<file path="src/rtl/sr_drv_pkg.sv">
package sr_drv_pkg;

  typedef enum logic [3:0] {
    ST_IDLE,
    ST_U_LATLO,
    ST_U_SETUP,
    ST_U_SHHI,
    ST_U_TAIL,
    ST_C_CLRLO,
    ST_C_CLRHI,
    ST_C_LATLO,
    ST_LATHI
  } seq_state_e;

  typedef struct packed {
    logic ser;
    logic shclk;
    logic latch;
    logic clr_n;
  } pin_set_t;

  localparam pin_set_t PINS_IDLE = '{ser: 1'b0, shclk: 1'b0, latch: 1'b1, clr_n: 1'b1};

  // Pin levels that belong to each step; data_bit is the bit in flight.
  function automatic pin_set_t decode_pins(seq_state_e st, logic data_bit);
    pin_set_t p;
    p = PINS_IDLE;
    case (st)
      ST_U_LATLO: p.latch = 1'b0;
      ST_U_SETUP: begin
        p.latch = 1'b0;
        p.ser   = data_bit;
      end
      ST_U_SHHI: begin
        p.latch = 1'b0;
        p.ser   = data_bit;
        p.shclk = 1'b1;
      end
      ST_U_TAIL:  p.latch = 1'b0;
      ST_C_CLRLO: p.clr_n = 1'b0;
      ST_C_LATLO: p.latch = 1'b0;
      default:    p = PINS_IDLE;
    endcase
    return p;
  endfunction

endpackage

</file>
<file path="src/rtl/sr_debounce.sv">
module sr_debounce #(
  parameter int DEB_CYC = 16
) (
  input  logic clk,
  input  logic rst,
  input  logic raw_in,
  output logic press_pulse
);
  localparam int CW = (DEB_CYC > 1) ? $clog2(DEB_CYC) : 1;
  localparam logic [CW-1:0] CNT_LAST = CW'(DEB_CYC - 1);

  logic [1:0]    sync_q;
  logic          stable_q;
  logic [CW-1:0] cnt_q;

  always_ff @(posedge clk) begin
    if (rst) begin
      sync_q      <= '0;
      stable_q    <= 1'b0;
      cnt_q       <= '0;
      press_pulse <= 1'b0;
    end else begin
      sync_q      <= {sync_q[0], raw_in};
      press_pulse <= 1'b0;
      if (sync_q[1] == stable_q) begin
        cnt_q <= '0;
      end else if (cnt_q == CNT_LAST) begin
        cnt_q       <= '0;
        stable_q    <= sync_q[1];
        press_pulse <= sync_q[1];
      end else begin
        cnt_q <= cnt_q + 1'b1;
      end
    end
  end
endmodule

</file>
<file path="src/rtl/sr_phase_timer.sv">
module sr_phase_timer #(
  parameter int PHASE_CYC = 2
) (
  input  logic clk,
  input  logic rst,
  input  logic hold,
  output logic phase_end
);
  localparam int CW = (PHASE_CYC > 1) ? $clog2(PHASE_CYC) : 1;
  localparam logic [CW-1:0] CNT_LAST = CW'(PHASE_CYC - 1);

  logic [CW-1:0] cnt_q;

  assign phase_end = (cnt_q == CNT_LAST);

  always_ff @(posedge clk) begin
    if (rst || hold || phase_end) cnt_q <= '0;
    else                          cnt_q <= cnt_q + 1'b1;
  end
endmodule

</file>
<file path="src/rtl/sr_seq_fsm.sv">
module sr_seq_fsm
  import sr_drv_pkg::*;
#(
  parameter int WIDTH     = 8,
  parameter int PHASE_CYC = 2
) (
  input  logic             clk,
  input  logic             rst,
  input  logic             go_upd,
  input  logic             go_clr,
  input  logic [WIDTH-1:0] word_in,
  output pin_set_t         pins,
  output logic             busy
);
  localparam int BW = (WIDTH > 1) ? $clog2(WIDTH) : 1;
  localparam logic [BW-1:0] BIT_TOP = BW'(WIDTH - 1);

  seq_state_e     state_q, state_d;
  logic [BW-1:0]  bit_q, bit_d;
  logic [WIDTH-1:0] word_q, word_d;
  logic           phase_end;

  sr_phase_timer #(.PHASE_CYC(PHASE_CYC)) u_timer (
    .clk      (clk),
    .rst      (rst),
    .hold     (state_q == ST_IDLE),
    .phase_end(phase_end)
  );

  always_comb begin
    state_d = state_q;
    bit_d   = bit_q;
    word_d  = word_q;
    case (state_q)
      ST_IDLE: begin
        if (go_clr) begin
          state_d = ST_C_CLRLO;
        end else if (go_upd) begin
          state_d = ST_U_LATLO;
          word_d  = word_in;
          bit_d   = BIT_TOP;
        end
      end
      ST_U_LATLO: if (phase_end) state_d = ST_U_SETUP;
      ST_U_SETUP: if (phase_end) state_d = ST_U_SHHI;
      ST_U_SHHI: begin
        if (phase_end) begin
          if (bit_q == '0) begin
            state_d = ST_U_TAIL;
          end else begin
            state_d = ST_U_SETUP;
            bit_d   = bit_q - 1'b1;
          end
        end
      end
      ST_U_TAIL:  if (phase_end) state_d = ST_LATHI;
      ST_C_CLRLO: if (phase_end) state_d = ST_C_CLRHI;
      ST_C_CLRHI: if (phase_end) state_d = ST_C_LATLO;
      ST_C_LATLO: if (phase_end) state_d = ST_LATHI;
      ST_LATHI:   if (phase_end) state_d = ST_IDLE;
      default:    state_d = ST_IDLE;
    endcase
  end

  always_ff @(posedge clk) begin
    if (rst) begin
      state_q <= ST_IDLE;
      bit_q   <= '0;
      word_q  <= '0;
      pins    <= PINS_IDLE;
      busy    <= 1'b0;
    end else begin
      state_q <= state_d;
      bit_q   <= bit_d;
      word_q  <= word_d;
      pins    <= decode_pins(state_d, word_d[bit_d]);
      busy    <= (state_d != ST_IDLE);
    end
  end
endmodule

</file>
<file path="src/rtl/sr_clear_driver.sv">
module sr_clear_driver
  import sr_drv_pkg::*;
#(
  parameter int WIDTH     = 8,
  parameter int PHASE_CYC = 2,
  parameter int DEB_CYC   = 16
) (
  input  logic             clk,
  input  logic             rst,
  input  logic             btn_raw,
  input  logic             upd_req,
  input  logic             clr_req,
  input  logic [WIDTH-1:0] upd_word,
  output logic             busy,
  output logic             ser_out,
  output logic             shclk_out,
  output logic             latch_out,
  output logic             clr_n_out
);
  logic     press;
  logic     next_is_clr_q;
  logic     take_btn, go_clr, go_upd;
  logic [WIDTH-1:0] word_sel;
  pin_set_t pins;

  sr_debounce #(.DEB_CYC(DEB_CYC)) u_deb (
    .clk        (clk),
    .rst        (rst),
    .raw_in     (btn_raw),
    .press_pulse(press)
  );

  // Priority: clear strobe, then load strobe, then button press.
  always_comb begin
    take_btn = !busy && press && !clr_req && !upd_req;
    go_clr   = !busy && (clr_req || (take_btn && next_is_clr_q));
    go_upd   = !busy && !clr_req && (upd_req || (take_btn && !next_is_clr_q));
    word_sel = upd_req ? upd_word : {WIDTH{1'b1}};
  end

  always_ff @(posedge clk) begin
    if (rst)           next_is_clr_q <= 1'b1;
    else if (take_btn) next_is_clr_q <= !next_is_clr_q;
  end

  sr_seq_fsm #(.WIDTH(WIDTH), .PHASE_CYC(PHASE_CYC)) u_fsm (
    .clk    (clk),
    .rst    (rst),
    .go_upd (go_upd),
    .go_clr (go_clr),
    .word_in(word_sel),
    .pins   (pins),
    .busy   (busy)
  );

  assign ser_out   = pins.ser;
  assign shclk_out = pins.shclk;
  assign latch_out = pins.latch;
  assign clr_n_out = pins.clr_n;
endmodule

</file>
<file path="config.mk">
export PLATFORM = sky130hd
export DESIGN_NAME = sr_clear_driver
export DESIGN_NICKNAME = d
export VERILOG_FILES = /design/src/rtl/sr_drv_pkg.sv /design/src/rtl/sr_debounce.sv /design/src/rtl/sr_phase_timer.sv /design/src/rtl/sr_seq_fsm.sv /design/src/rtl/sr_clear_driver.sv
export SDC_FILE = /design/constraint.sdc
export NUM_CORES = 1
export LEC_CHECK = 0
export BUFFER_PORTS_ARGS = -buffer_cell sky130_fd_sc_hd__clkbuf_2
export CELL_PAD_IN_SITES_DETAIL_PLACEMENT = 1
export CELL_PAD_IN_SITES_GLOBAL_PLACEMENT = 2
export CORE_UTILIZATION = 35
export CTS_CLUSTER_DIAMETER = 120
export DETAILED_ROUTE_END_ITERATION = 8
export HOLD_SLACK_MARGIN = 0.06
export PLACE_DENSITY = 0.74
export SLEW_MARGIN = 10
export SYNTH_ARGS = -nofsm -noshare
export SYNTH_HDL_FRONTEND = slang
export SYNTH_SLANG_ARGS = --single-unit
</file>
<file path="constraint.sdc">
create_clock -name clk -period 2.5 [get_ports clk]
set_input_delay 0.5 -clock clk [delete_from_list [all_inputs] [get_ports clk]]
set_output_delay 0.5 -clock clk [all_outputs]
set_load 0.05 [all_outputs]
</file>
==> flow_summary.ini, run 1 <==
[routing]
drc = 0
first_pass_iters = 4
wire_per_inst_um = 14.8
viasPerCell = 5.17
ant_nets = 0
vias = 1199
routed_wl_mm = 3.44
drtIter0Drc = 26

[min_path]
hp-class = reg -> reg

[final_layout]
final_nets = 197
drive_gt1_frac = 0.203
nFillCells = 483
diodes = 0
area_growth_pct = 12.7

[pwr]
seq_power_share = 0.384
combinationalPowerShare = 0.397
netSwitchingPower_mw = 0.712
power.density_nw_per_um2 = 1040
leakage_nw = 0.743
p_sw_frac = 0.395
p_int_mw = 1.09
ir_worst_vdd_v = 0.000460
pwr-share-clk = 0.219

[global_routing]
track_usage = 0.176
grt_pass1_vias = 1292
grt_pass1_wl_mm = 5.88
grt_max_degree = 25
antenna_found_initial = 0
grt_overflow = 0

[floorplanning]
die_h_um = 68.2
ioPinCount = 18
die-area_um2 = 4650
core_um2 = 4120
rows = 23
die_x_um = 68.2
start_util = 0.373

[placement]
numPortBuffers = 17
dpl.hpwl_mm = 2.62
gp_congestion = 0.753

[clock_tree]
cts_buffers = 5
cts.clk_slew.worst_paths_ps = 60
clockBufferDepth = 2
cts.sinks = 30
htree_levels = 2
ctsRootBufferMaster = clkbuf_8
cts_tree = yes
clk_latency_ps = 280
cts_setup_buffers = 0
cts_resized = 0
cts_hold_buffers = 0

[sta]
period_needed_ps = 2190
rsz0062_at_grt = no
whs_ps = 447
fmaxAchievable_mhz = 457
clock_skew_ps = 4.27
maxSlewViolCount = 0
max_slew.worst_pin.slew_ps = 649
hold_violations = 0
relSlewSlack = 0.566
tns_ps = 0
finalSetupViolations = 0
final.period_utilization = 0.876

[setup_path]
crit_slowest_cell = mux2_2
critPathTopFamily = compound AO/OA/AOI/OAI gates
setup.worst_path.end_class = flop
worstSetupPathType = reg -> reg
cp-start-kind = flop
critPathArrivalTime_ps = 2410
path_cells = inv_1, ha_1, nor2b_1, o31a_1, a21oi_2, mux2_2, a22oi_1, and4_1
critPathBufInv = 1
critPathMaxStageDelay_ps = 380
cp.required_ps = 2720
crit_fanout = 6

[yosys]
syn_inst = 163
yosys_register_bits = 30
synth_edf_count = 0
synthArstFlopShare = 0
yosysWarnings = 0
ys_types = 47
syn_nets = 179
synth_area_um2 = 1530
avgSynthCellArea_um2 = 9.41
synthFlopType = dfxtp_1
yosysSeqAreaShare = 0.392

[outcome]
outcome = finished, final reports clean

[job]
max_cap_viol_count = 0
cells in the mapped netlist, types with 3 or more instances:
cell type   n  area share
dfxtp_1    30        0.39
xnor2_1     3       0.017
buf_6       4       0.029
mux2_2      3       0.022
nor3_1      4       0.013
nor2b_1     8       0.033
ha_1        3       0.024
nand3_1     3      0.0098
inv_1       3      0.0073
a21oi_1     3      0.0098
mux2i_1    12       0.078
clkbuf_1    3      0.0073
o21ai_0     4       0.013
nor2_1     26       0.064
nand2b_1   10       0.041
nand2_1     6       0.015
kinds of logic (layout without fill, tap and decap cells):
kind of cell | count (synthesis) | in the layout | synth area share
XOR/XNOR | 4 | 4 | 0.0228
multiplexers | 15 | 15 | 0.100
AO/OA/AOI/OAI | 25 | 25 | 0.134
adder cells (fa/ha/maj) | 3 | 3 | 0.0245
buffers and inverters | 13 | 32 | 0.0530
flip-flops | 30 | 30 | 0.392
AND/OR/NAND/NOR | 73 | 73 | 0.274
worst paths after layout:
path                                                 start                          to  slack (ps)  cells past startpoint
worst max-delay path             u_fsm.bit_q[1]$_SDFF_PP0_    u_fsm.pins[3]$_SDFF_PP0_         310                      8
worst min-delay path            u_deb.sync_q[0]$_SDFF_PP0_  u_deb.sync_q[1]$_SDFF_PP0_         450                      1
worst max register to register   u_fsm.bit_q[1]$_SDFF_PP0_    u_fsm.pins[3]$_SDFF_PP0_         310                      8
worst min register to register  u_deb.sync_q[0]$_SDFF_PP0_  u_deb.sync_q[1]$_SDFF_PP0_         450                      1
routing by layer:
| layer | track usage | part of all wire |
|---|---|---|
| met5 | 0 | 0 |
| met3 | 0.0417 | 0.027 |
| met2 | 0.301 | 0.48 |
| met1 | 0.203 | 0.48 |
| met4 | 0.0885 | 0.020 |
layout by cell type (no fill, tap or decap), types with 2 or more instances in the layout:
| cell type | count |
|---|---|
| xnor2_1 | 3 |
| mux2i_1 | 12 |
| nand3_1 | 3 |
| nor3_1 | 4 |
| nor4b_1 | 2 |
| inv_1 | 3 |
| nor2_1 | 26 |
| a21oi_1 | 3 |
| a31oi_1 | 2 |
| nand2_1 | 6 |
| nand2b_1 | 10 |
| and3_1 | 2 |
| dfxtp_1 | 30 |
| o211ai_1 | 2 |
| buf_4 | 3 |
| ha_1 | 3 |
| and2_1 | 2 |
| clkbuf_8 | 6 |
| o21ai_0 | 4 |
| a22oi_1 | 2 |
| clkbuf_2 | 17 |
| nor2b_1 | 8 |
| mux2_2 | 3 |
flip-flops by register name, summed over array words and instances (netlist names):
name and flops:
next_is_clr_q 1, u_deb.cnt_q 4, u_deb.press_pulse 1, u_deb.stable_q 1, u_deb.sync_q 2, u_fsm.bit_q 3
u_fsm.busy 1, u_fsm.pins 4, u_fsm.state_q 4, u_fsm.u_timer.phase_end 1, u_fsm.word_q 8
power groups by stage:
stage | Clock, mW | Sequential (mW) | Combinational (mW)
after floorplan | 0 | 0.688 | 0.609
after global placement | 0 | 0.695 | 0.704
after detailed placement | 0 | 0.702 | 0.721
after CTS | 0.412 | 0.691 | 0.726
after global routing | 0.437 | 0.712 | 0.794
final | 0.396 | 0.692 | 0.717
worst reg2reg max path, stage by stage, from the launching register on:
cell and delay, ps:
dfxtp_1 330, inv_1 70, ha_1 190, nor2b_1 200, o31a_1 300, a21oi_2 280, mux2_2 380, a22oi_1 170
and4_1 210
layout make-up:
type	instances	area [um2]	area share
Multi-Input combinational cell	120	852	0.493
Sequential cell	30	601	0.347
Timing Repair Buffer	20	108	0.0622
Clock buffer	7	86.3	0.0499
Tap cell	50	62.6	0.0362
Inverter	4	15.0	0.00868
Clock inverter	1	5.00	0.00289
per-stage QoR:
stage / instances / power, mW / setup slack, ps / cell area (um2) / util
finish: 232 / 1.80 / 310 / 1730 / 0.420
global route: 232 / 1.94 / 154 / 1730 / 0.420
CTS: 232 / 1.83 / 292 / 1730 / 0.420
detailed placement: 224 / 1.42 / 306 / 1640 / 0.398
global placement: 224 / 1.40 / 400 / 1640 / 0.398
floorplan: 163 / 1.30 / 523 / 1530 / -
(Power assumes the default switching activity.)
==> run 2, diff against run 1 <==
- RECOVER_POWER: unset -> 100
==> run 2 against run 1 <==
Clock power is essentially flat. Power decreased by 0.40%. Register-to-register slack got worse by 60 ps. Via count grew 0.17%. Die area is the same. Cell area down 0.72%. Maximum frequency shrank 2.6%. Sequential share of layout area grew 0.25 points. Combinational power down 1%. Sequential power about the same. Largest cell class unchanged. Highest routed layer unchanged.
==> flow_summary.ini, run 2 (synthesis results as in run 1) <==
[final_layout]
final_nets = 197
area_growth_pct = 11.9
diodes = 0
nFillCells = 485
layout.cells.most_common = dfxtp_1
top_register = u_fsm.word_q
drive_gt1_frac = 0.165
final_cell_mix = dfxtp_1 (30), nor2_1 (26), mux2i_1 (12), clkbuf_2 (11), nand2b_1 (10)
largest_reg_flops = 8
final_util = 0.417

[placement]
dp_slack_ps = 306
dpl.hpwl_mm = 2.62
numPortBuffers = 17
gp_congestion = 0.753

[global_routing]
grt_overflow = 0
grt_max_degree = 25
track_usage = 0.176
grt_pass1_vias = 1292
antenna_found_initial = 0
grt_pass1_wl_mm = 5.88

[routing]
first_pass_iters = 4
routed_wl_mm = 3.46
wire_per_inst_um = 14.9
viasPerCell = 5.18
drtIter0Drc = 25
ant_nets = 0
drc = 0
vias = 1201

[setup_path]
rr_endpoint = u_fsm.pins[3]$_SDFF_PP0_
worst_r2r_path_depth = 6
critPathTopFamily = compound AO/OA/AOI/OAI gates
critPathArrivalTime_ps = 2470
cp-start-kind = flop
setup.worst_path.end_class = flop
crit_fanout = 10
r2r_start = u_fsm.state_q[0]$_SDFF_PP0_
worstSetupPathType = reg -> reg
path_cells = nor4_4, o211ai_1, a21oi_2, mux2_2, a22oi_1, and4_1
r2r_slack_ps = 250
critPathBufInv = 0
crit_slowest_cell = dfxtp_1
critPathMaxStageDelay_ps = 430
cp.required_ps = 2720

[floorplanning]
start_util = 0.373
die-area_um2 = 4650
ioPinCount = 18
die_x_um = 68.2
rows = 23
die_h_um = 68.2
core_um2 = 4120

[sta]
relSlewSlack = 0.274
period_needed_ps = 2250
rsz0062_at_grt = no
final.period_utilization = 0.900
max_slew.worst_pin.slew_ps = 1090
finalSetupViolations = 0
clock_skew_ps = 4.36
fmaxAchievable_mhz = 445
maxSlewViolCount = 0
hold_violations = 0
tns_ps = 0
setup_slack_ps = 251

[clock_tree]
cts_buffers = 5
cts.sinks = 30
cts.clk_slew.worst_paths_ps = 60
ctsRootBufferMaster = clkbuf_8
clockBufferDepth = 2
htree_levels = 2
cts_hold_buffers = 0
cts_setup_buffers = 0
clk_latency_ps = 280
cts_tree = yes
cts_resized = 0

[pwr]
netSwitchingPower_mw = 0.712
seq_power_share = 0.385
p_int_mw = 1.09
power.density_nw_per_um2 = 1050
pwr-share-clk = 0.220
leakage_nw = 0.722
combinationalPowerShare = 0.394
ir_worst_vdd_v = 0.000452
p_sw_frac = 0.396

[min_path]
min_delay_path_depth = 2
hold_path_end = u_deb.sync_q[0]$_SDFF_PP0_
min_from = btn_raw
hp-class = in -> reg

[outcome]
outcome = finished, final reports clean

[job]
max_cap_viol_count = 0
run 2: through the flow:
stage / hold slack, ps / area, um2 / power [mW] / instances
floorplan: 414 / 1530 / 1.30 / 163
global placement: 424 / 1640 / 1.40 / 224
detailed placement: 438 / 1640 / 1.42 / 224
CTS: 450 / 1730 / 1.83 / 232
global route: 471 / 1720 / 1.93 / 232
finish: 447 / 1720 / 1.80 / 232
run 2: how the worst max path moves through the flow:
stage	from	end	slack [ps]	cells past startpoint
floorplan	u_fsm.bit_q[0]$_SDFF_PP0_	u_fsm.pins[3]$_SDFF_PP0_	520	8
global placement	u_fsm.state_q[0]$_SDFF_PP0_	u_fsm.pins[3]$_SDFF_PP0_	400	6
detailed placement	u_fsm.state_q[0]$_SDFF_PP0_	u_fsm.pins[3]$_SDFF_PP0_	310	6
CTS	u_fsm.state_q[0]$_SDFF_PP0_	u_fsm.pins[3]$_SDFF_PP0_	290	6
global route	u_fsm.state_q[0]$_SDFF_PP0_	u_fsm.pins[3]$_SDFF_PP0_	100	6
finish	u_fsm.state_q[0]$_SDFF_PP0_	u_fsm.pins[3]$_SDFF_PP0_	250	6
run 2: power groups by stage:
stage	combinational [mW]	clock [mW]	sequential [mW]
finish	0.708	0.396	0.693
global route	0.784	0.437	0.712
global placement	0.704	0	0.695
floorplan	0.609	0	0.688
CTS	0.726	0.412	0.691
detailed placement	0.721	0	0.702
run 2: routing by layer:
metal  global-route usage  vias to the layer above  wire, um
met2                0.301                       18      1640
met4               0.0885                        0        69
met1                0.203                      573      1660
met5                    0                        -         0
li1                     -                      604         -
met3               0.0417                        6        90
run 2: final cells by class:
class	instances	area (um2)	area share
clock inverters	1	5.00	0.00292
flip-flops and latches	30	601	0.350
inverters	4	15.0	0.00875
multi-input cells	120	847	0.493
repair buffers	20	100	0.0583
well taps	50	62.6	0.0364
clock buffers	7	86.3	0.0503
